===== src/rtl/psg_pkg.sv =====
package psg_pkg;

    localparam int PER_W     = 10;
    localparam int VOL_W     = 4;
    localparam int NUM_TONE  = 3;
    localparam int NUM_VOL   = 4;
    localparam int SEL_W     = 3;
    localparam int CNT_W     = PER_W + 1;
    localparam int NOISE_SEL = 6;

    localparam logic [CNT_W-1:0] ZERO_RELOAD = CNT_W'(1) << PER_W;

    typedef enum logic [1:0] {
        RDY_IDLE,
        RDY_WAIT,
        RDY_HOLD
    } rdy_state_t;

    // Reload value used by a tone counter for a programmed period.
    function automatic logic [CNT_W-1:0] eff_period(input logic [PER_W-1:0] p,
                                                    input bit short_zero);
        logic [CNT_W-1:0] r;
        r = {1'b0, p};
        if (p == '0 && !short_zero) begin
            r = ZERO_RELOAD;
        end
        return r;
    endfunction

endpackage


===== src/rtl/psg_tick_div.sv =====
module psg_tick_div #(
    parameter int DIV = 8
) (
    input  logic clk,
    input  logic rst_n,
    output logic tick
);
    localparam int CW = (DIV > 1) ? $clog2(DIV) : 1;
    localparam logic [CW-1:0] LAST = CW'(DIV - 1);

    logic [CW-1:0] cnt;

    always_ff @(posedge clk) begin
        if (!rst_n) begin
            cnt <= LAST;
        end else if (cnt == '0) begin
            cnt <= LAST;
        end else begin
            cnt <= cnt - 1'b1;
        end
    end

    assign tick = (cnt == '0);

endmodule


===== src/rtl/psg_regs.sv =====
module psg_regs
    import psg_pkg::*;
#(
    parameter bit SHORT_ZERO  = 1'b0,
    parameter bit STRICT_DATA = 1'b0
) (
    input  logic                               clk,
    input  logic                               rst_n,
    input  logic                               wr_en,
    input  logic [7:0]                         wr_byte,
    output logic [NUM_TONE-1:0][PER_W-1:0]     per,
    output logic [NUM_VOL-1:0][VOL_W-1:0]      vol,
    output logic [VOL_W-1:0]                   noise_ctl,
    output logic                               noise_wr,
    output logic [SEL_W-1:0]                   last_sel
);
    localparam logic [SEL_W-1:0] PTR_INIT = SHORT_ZERO ? SEL_W'(3) : SEL_W'(0);

    logic             is_latch;
    logic [SEL_W-1:0] tgt;
    logic             drop;
    logic             apply;

    assign is_latch = wr_byte[7];
    assign tgt      = is_latch ? wr_byte[6:4] : last_sel;
    assign drop     = STRICT_DATA && !is_latch &&
                      (tgt[0] || tgt == SEL_W'(NOISE_SEL));
    assign apply    = wr_en && !drop;

    always_ff @(posedge clk) begin
        if (!rst_n) begin
            per       <= '0;
            vol       <= '0;
            noise_ctl <= '0;
            noise_wr  <= 1'b0;
            last_sel  <= PTR_INIT;
        end else begin
            noise_wr <= 1'b0;
            if (wr_en && is_latch) begin
                last_sel <= wr_byte[6:4];
            end
            if (apply) begin
                for (int i = 0; i < NUM_TONE; i++) begin
                    if (tgt == SEL_W'(2 * i)) begin
                        if (is_latch) begin
                            per[i][3:0] <= wr_byte[3:0];
                        end else begin
                            per[i][PER_W-1:4] <= wr_byte[5:0];
                        end
                    end
                end
                for (int i = 0; i < NUM_VOL; i++) begin
                    if (tgt == SEL_W'(2 * i + 1)) begin
                        vol[i] <= wr_byte[3:0];
                    end
                end
                if (tgt == SEL_W'(NOISE_SEL)) begin
                    noise_ctl <= wr_byte[3:0];
                    noise_wr  <= 1'b1;
                end
            end
        end
    end

endmodule


===== src/rtl/psg_tone_ch.sv =====
module psg_tone_ch
    import psg_pkg::*;
#(
    parameter bit SHORT_ZERO = 1'b0
) (
    input  logic             clk,
    input  logic             rst_n,
    input  logic             tick,
    input  logic [PER_W-1:0] period,
    output logic             level
);
    logic [CNT_W-1:0] cnt;

    always_ff @(posedge clk) begin
        if (!rst_n) begin
            cnt   <= '0;
            level <= 1'b0;
        end else if (tick) begin
            if (cnt <= CNT_W'(1)) begin
                level <= ~level;
                cnt   <= eff_period(period, SHORT_ZERO);
            end else begin
                cnt <= cnt - 1'b1;
            end
        end
    end

endmodule


===== src/rtl/psg_ready_fsm.sv =====
module psg_ready_fsm
    import psg_pkg::*;
(
    input  logic clk,
    input  logic rst_n,
    input  logic wr_en,
    input  logic tick,
    output logic ready
);
    rdy_state_t state;
    rdy_state_t state_nx;

    always_comb begin
        state_nx = state;
        if (wr_en) begin
            state_nx = RDY_WAIT;
        end else begin
            unique case (state)
                RDY_IDLE: state_nx = RDY_IDLE;
                RDY_WAIT: if (tick) state_nx = RDY_HOLD;
                RDY_HOLD: if (tick) state_nx = RDY_IDLE;
                default:  state_nx = RDY_IDLE;
            endcase
        end
    end

    always_ff @(posedge clk) begin
        if (!rst_n) begin
            state <= RDY_IDLE;
        end else begin
            state <= state_nx;
        end
    end

    always_comb begin
        unique case (state)
            RDY_IDLE: ready = 1'b1;
            RDY_WAIT: ready = 1'b0;
            RDY_HOLD: ready = 1'b0;
            default:  ready = 1'b1;
        endcase
    end

endmodule


===== src/rtl/psg_tone_core.sv =====
module psg_tone_core
    import psg_pkg::*;
#(
    parameter int DIV         = 8,
    parameter bit SHORT_ZERO  = 1'b0,
    parameter bit STRICT_DATA = 1'b0
) (
    input  logic                     clk,
    input  logic                     rst_n,
    input  logic                     wr_en,
    input  logic [7:0]               wr_byte,
    output logic                     ready,
    output logic [NUM_TONE-1:0]      tone_lvl,
    output logic [NUM_VOL*VOL_W-1:0] vol_code,
    output logic [VOL_W-1:0]         noise_ctl,
    output logic                     noise_wr,
    output logic [PER_W-1:0]         tone2_per
);
    logic                           tick;
    logic [NUM_TONE-1:0][PER_W-1:0] per;
    logic [NUM_VOL-1:0][VOL_W-1:0]  vol;
    logic [SEL_W-1:0]               last_sel;

    psg_tick_div #(.DIV(DIV)) u_div (
        .clk   (clk),
        .rst_n (rst_n),
        .tick  (tick)
    );

    psg_regs #(.SHORT_ZERO(SHORT_ZERO), .STRICT_DATA(STRICT_DATA)) u_regs (
        .clk       (clk),
        .rst_n     (rst_n),
        .wr_en     (wr_en),
        .wr_byte   (wr_byte),
        .per       (per),
        .vol       (vol),
        .noise_ctl (noise_ctl),
        .noise_wr  (noise_wr),
        .last_sel  (last_sel)
    );

    generate
        for (genvar g = 0; g < NUM_TONE; g++) begin : g_tone
            psg_tone_ch #(.SHORT_ZERO(SHORT_ZERO)) u_ch (
                .clk    (clk),
                .rst_n  (rst_n),
                .tick   (tick),
                .period (per[g]),
                .level  (tone_lvl[g])
            );
        end
    endgenerate

    psg_ready_fsm u_rdy (
        .clk   (clk),
        .rst_n (rst_n),
        .wr_en (wr_en),
        .tick  (tick),
        .ready (ready)
    );

    assign vol_code  = vol;
    assign tone2_per = per[NUM_TONE-1];

endmodule


===== config.mk =====
export PLATFORM = sky130hd
export DESIGN_NAME = psg_tone_core
export DESIGN_NICKNAME = d
export VERILOG_FILES = /design/src/rtl/psg_pkg.sv /design/src/rtl/psg_tick_div.sv /design/src/rtl/psg_regs.sv /design/src/rtl/psg_tone_ch.sv /design/src/rtl/psg_ready_fsm.sv /design/src/rtl/psg_tone_core.sv
export SDC_FILE = /design/constraint.sdc
export NUM_CORES = 1
export LEC_CHECK = 0
export BUFFER_PORTS_ARGS = -buffer_cell sky130_fd_sc_hd__buf_4
export CORE_UTILIZATION = 60
export CTS_CLUSTER_SIZE = 25
export DETAILED_ROUTE_END_ITERATION = 10
export PLACE_DENSITY = 0.81
export RECOVER_POWER = 50
export SLEW_MARGIN = 10
export SYNTH_ARGS = -nofsm -noshare
export SYNTH_HDL_FRONTEND = slang
export SYNTH_SLANG_ARGS = --single-unit

===== constraint.sdc =====
create_clock -name clk -period 3.1 [get_ports clk]
set_input_delay 0 -clock clk [delete_from_list [all_inputs] [get_ports clk]]
set_output_delay 0 -clock clk [all_outputs]
set_load 0.005 [all_outputs]

==> summary.md <==
| Metric | Value |
|---|---|
| Status | `finished, final reports clean` |
| Main synth FF type | `dfxtp_1` |
| Asr flop ratio synth | `0%` |
| EDFF count, synth | `0` |
| Post-synth top area cell | `dfxtp_1` |
| Top-Level Pins | `46` |
| Tightest Pin Transition | `1.32 ns` |
| RD Place Congestion | `0.856` |
| GRT met1 Usage | `about 37%` |
| Tmin final | `~2.3 ns` |
| Total wire length | `11200 um` |
| Setup Viol. Count Final | `0` |
| Total Neg Setup Slack | `0 ns` |
| Max-slew headroom | `12.1%` |
| CP Cell Sequence | `dlygate4sd3_1, buf_4, inv_1, buf_4, a31oi_1, a21boi_1` |
| Max-cap viol count | `0` |
| CP arrival | `2.54 ns` |
| Layout Skew | `between 0.01 and 0.015 ns` |
| Min-Delay Startpoint | `u_div.cnt[0]` |
| Diode count | `0` |
| CTS Root Cell | `clkbuf_8` |
| Port buffer count | `45` |
| Cells after synthesis | `518` |
| GRT Util Overall | `28.7%` |
| F_max | `439 MHz` |
| GR Util met2 | `46.4%` |
| Max Transition Viols Final | `0` |
| Worst vdd ir | `0.000304 V` |
| Largest net degree at the start of global routing | `44` |
| Mapped Area | `around 4700 um2` |
| Sink Count | `95` |
| Layout fillers | `585` |
| Final Cycle Share | `73.4%` |
| Critical path data required time | `3.36 ns` |
| Die height | `90.2 um` |
| Routed Antenna Nets | `0` |
| Initial DRC Count | `~320` |
| Synthesis-stage register bit count | `95` |
| Worst Setup Start Kind | `input port` |
| Buffers & Inverters on Critical Path | `4` |
| Crit-path max FO | `43` |
| Met3 Use GR | `under 10%` |
| Hold Violations, Final | `0` |
| Pwr/cell area | `425 nW/um2` |
| Core Region | `7370 um2` |
| CP max stage cell | `inv_1` |
| Fin area | `5240 um2` |
| Register area share after synthesis | `40.8%` |
| Overflow after GRT | `0` |
| Synthesized Nets | `539` |
| Row count | `31` |
| CP most frequent cell | `buf_4` |
| Critical Path End Type | `flip-flop` |
| Syn. warnings | `0` |
| Drt pass-1 iters | `5` |
| Clk pin slew, worst setup/hold paths | `~0.09 ns` |
| Synth area leaders | `dfxtp_1, mux2i_1, nor2_1` |
| Vias | `4139` |
| Synth top area share | `between 40% and 50%` |
| Vias in the first global route | `3809` |
| Wire length per cell | `17.1 um` |
| Initial Util | `between 60% and 70%` |
| Leak | `2.18 nW` |
| Layout cells sized above 1 | `14.1%` |
| RR Startpoint | `g_tone[1].u_ch.cnt[7]` |
| CTS max path bufs | `2` |
| GR peak layer | `met2` |
| CTS Buf Count | `9` |
| CTS tree | `done` |
| CP Class | `in -> reg` |
| Drt via density | `6.33` |
| RSZ-0062 raised after global routing | `no` |
| Post-DP Area | `4950 um2` |
| Global-route wire length before repair | `approximately 19000 um` |
| Layout Nets | `571` |
| Post-Route Utilization | `71.2%` |
| Critical path's largest stage delay | `0.98 ns` |
| Layout area overhead | `12.4%` |
| Critical Path Source | `rst_n` |
| Die width | `about 90 um` |
| Number of remaining DRC errors | `0` |
| Total die area | `just over 8000 um2` |
| Mapped Avg Cell Area | `~9 um2` |
| Dpl hpwl | `7530 um` |
| Cell family with most CP delay | `buffers and inverters` |
| Worst skew pair latency | `between 0.3 and 0.4 ns` |
| Initial antenna violation count | `0` |
| H-tree depth | `3` |
| Synth unique cells | `64` |
| Min-delay worst type | `reg -> reg` |
| FF-to-FF setup slack | `1.03 ns` |
## final cells by class
class / count / area [um2] / area share, %
inverters: 14 / 52.6 / 1.00
multi-input cells: 369 / 2510 / 47.8
well taps: 99 / 124 / 2.36
flip-flops and latches: 95 / 1900 / 36.3
clock buffers: 9 / 124 / 2.36
repair buffers: 61 / 469 / 8.95
clock inverters: 7 / 63.8 / 1.22
## what timing repair did
action / CTS / global route
setup buffers: 0 / 0
resized for setup: 0 / 0
hold endpoints to repair: 37 / 0
hold buffers: 12 / 0
## cell families (layout without fill, tap and decap cells)
group / count (synthesis) / in the layout / share of synthesized area [%]
simple gates: 211 / 211 / 25.3
flops: 95 / 95 / 40.8
compound gates: 92 / 92 / 13.6
mux: 56 / 56 / 12.1
buf+inv: 54 / 91 / 5.50
fa+ha+maj: 10 / 10 / 2.68
## cell usage in the layout (no fill, tap or decap), drive strengths merged, types with 3 or more instances in the layout
cell type    instances
a21oi               14
nand4               15
nor4b                5
o22ai                3
o31ai                6
clkbuf              44
o311ai               4
nor2                65
mux2                 3
or3                  6
inv                 18
nand2               31
and4                 3
ha                  10
a31oi               17
o21bai               3
or4                 13
o21ai               15
nand3               24
o211ai               8
mux2i               53
nor3                 9
o41ai                3
nand4b               3
nor4                15
dfxtp               95
and3b                3
buf                 14
dlygate4sd3         12
nor3b                7
## power breakdown
part / total, mW / internal, mW / switching (mW)
clock: 0.789 / 0.311 / 0.478
sequential: 1.26 / 1.24 / 0.0196
combinational: 0.178 / 0.0736 / 0.104
total: 2.23 / 1.63 / 0.601
## synth_stat cells (6+ instances only)
| library cell | number |
|---|---|
| ha_1 | 10 |
| dfxtp_1 | 95 |
| inv_1 | 13 |
| nor4_1 | 13 |
| nor2_1 | 65 |
| o211ai_1 | 7 |
| nand4_1 | 14 |
| nor3_1 | 8 |
| nor3b_1 | 7 |
| a31oi_1 | 17 |
| nand3_1 | 24 |
| o21ai_0 | 15 |
| a21oi_1 | 14 |
| nand2_1 | 31 |
| or4_1 | 13 |
| o31ai_1 | 6 |
| or3_1 | 6 |
| clkbuf_1 | 22 |
| buf_2 | 6 |
| mux2i_1 | 53 |
## path summary, 6_finish.rpt
kind	to	cells past startpoint
min	u_div.cnt[0]	1
min reg2reg	u_div.cnt[0]	1
max reg2reg	g_tone[1].u_ch.level	4
max	g_tone[1].u_ch.cnt[8]	6
## state kept, by name, indices dropped and copies added, names as in the netlist
| register | flops |
|---|---|
| g_tone.u_ch.level | 3 |
| u_regs.noise_ctl | 4 |
| u_regs.per | 30 |
| u_regs.last_sel | 3 |
| u_regs.vol | 16 |
| u_div.cnt | 3 |
| u_rdy.state | 2 |
| u_regs.noise_wr | 1 |
| g_tone.u_ch.cnt | 33 |
## per-stage QoR
stage / std cells / setup WS [ns] / power [mW] / hold slack [ns]
finish: 654 / 0.824 / 2.23 / 0.406
global route: 654 / 0.640 / 2.31 / 0.446
CTS: 654 / 1.06 / 2.25 / 0.407
detailed placement: 626 / 1.08 / 1.45 / 0.320
global placement: 626 / 1.17 / 1.45 / 0.301
floorplan: 518 / 1.30 / 1.41 / 0.145
## metal layers
metal	routed length, um	up-vias
li1	-	1984
met1	4920	1976
met2	5240	158
met3	776	21
met4	218	0
met5	0	-
Power figures use the tool's default switching activity.
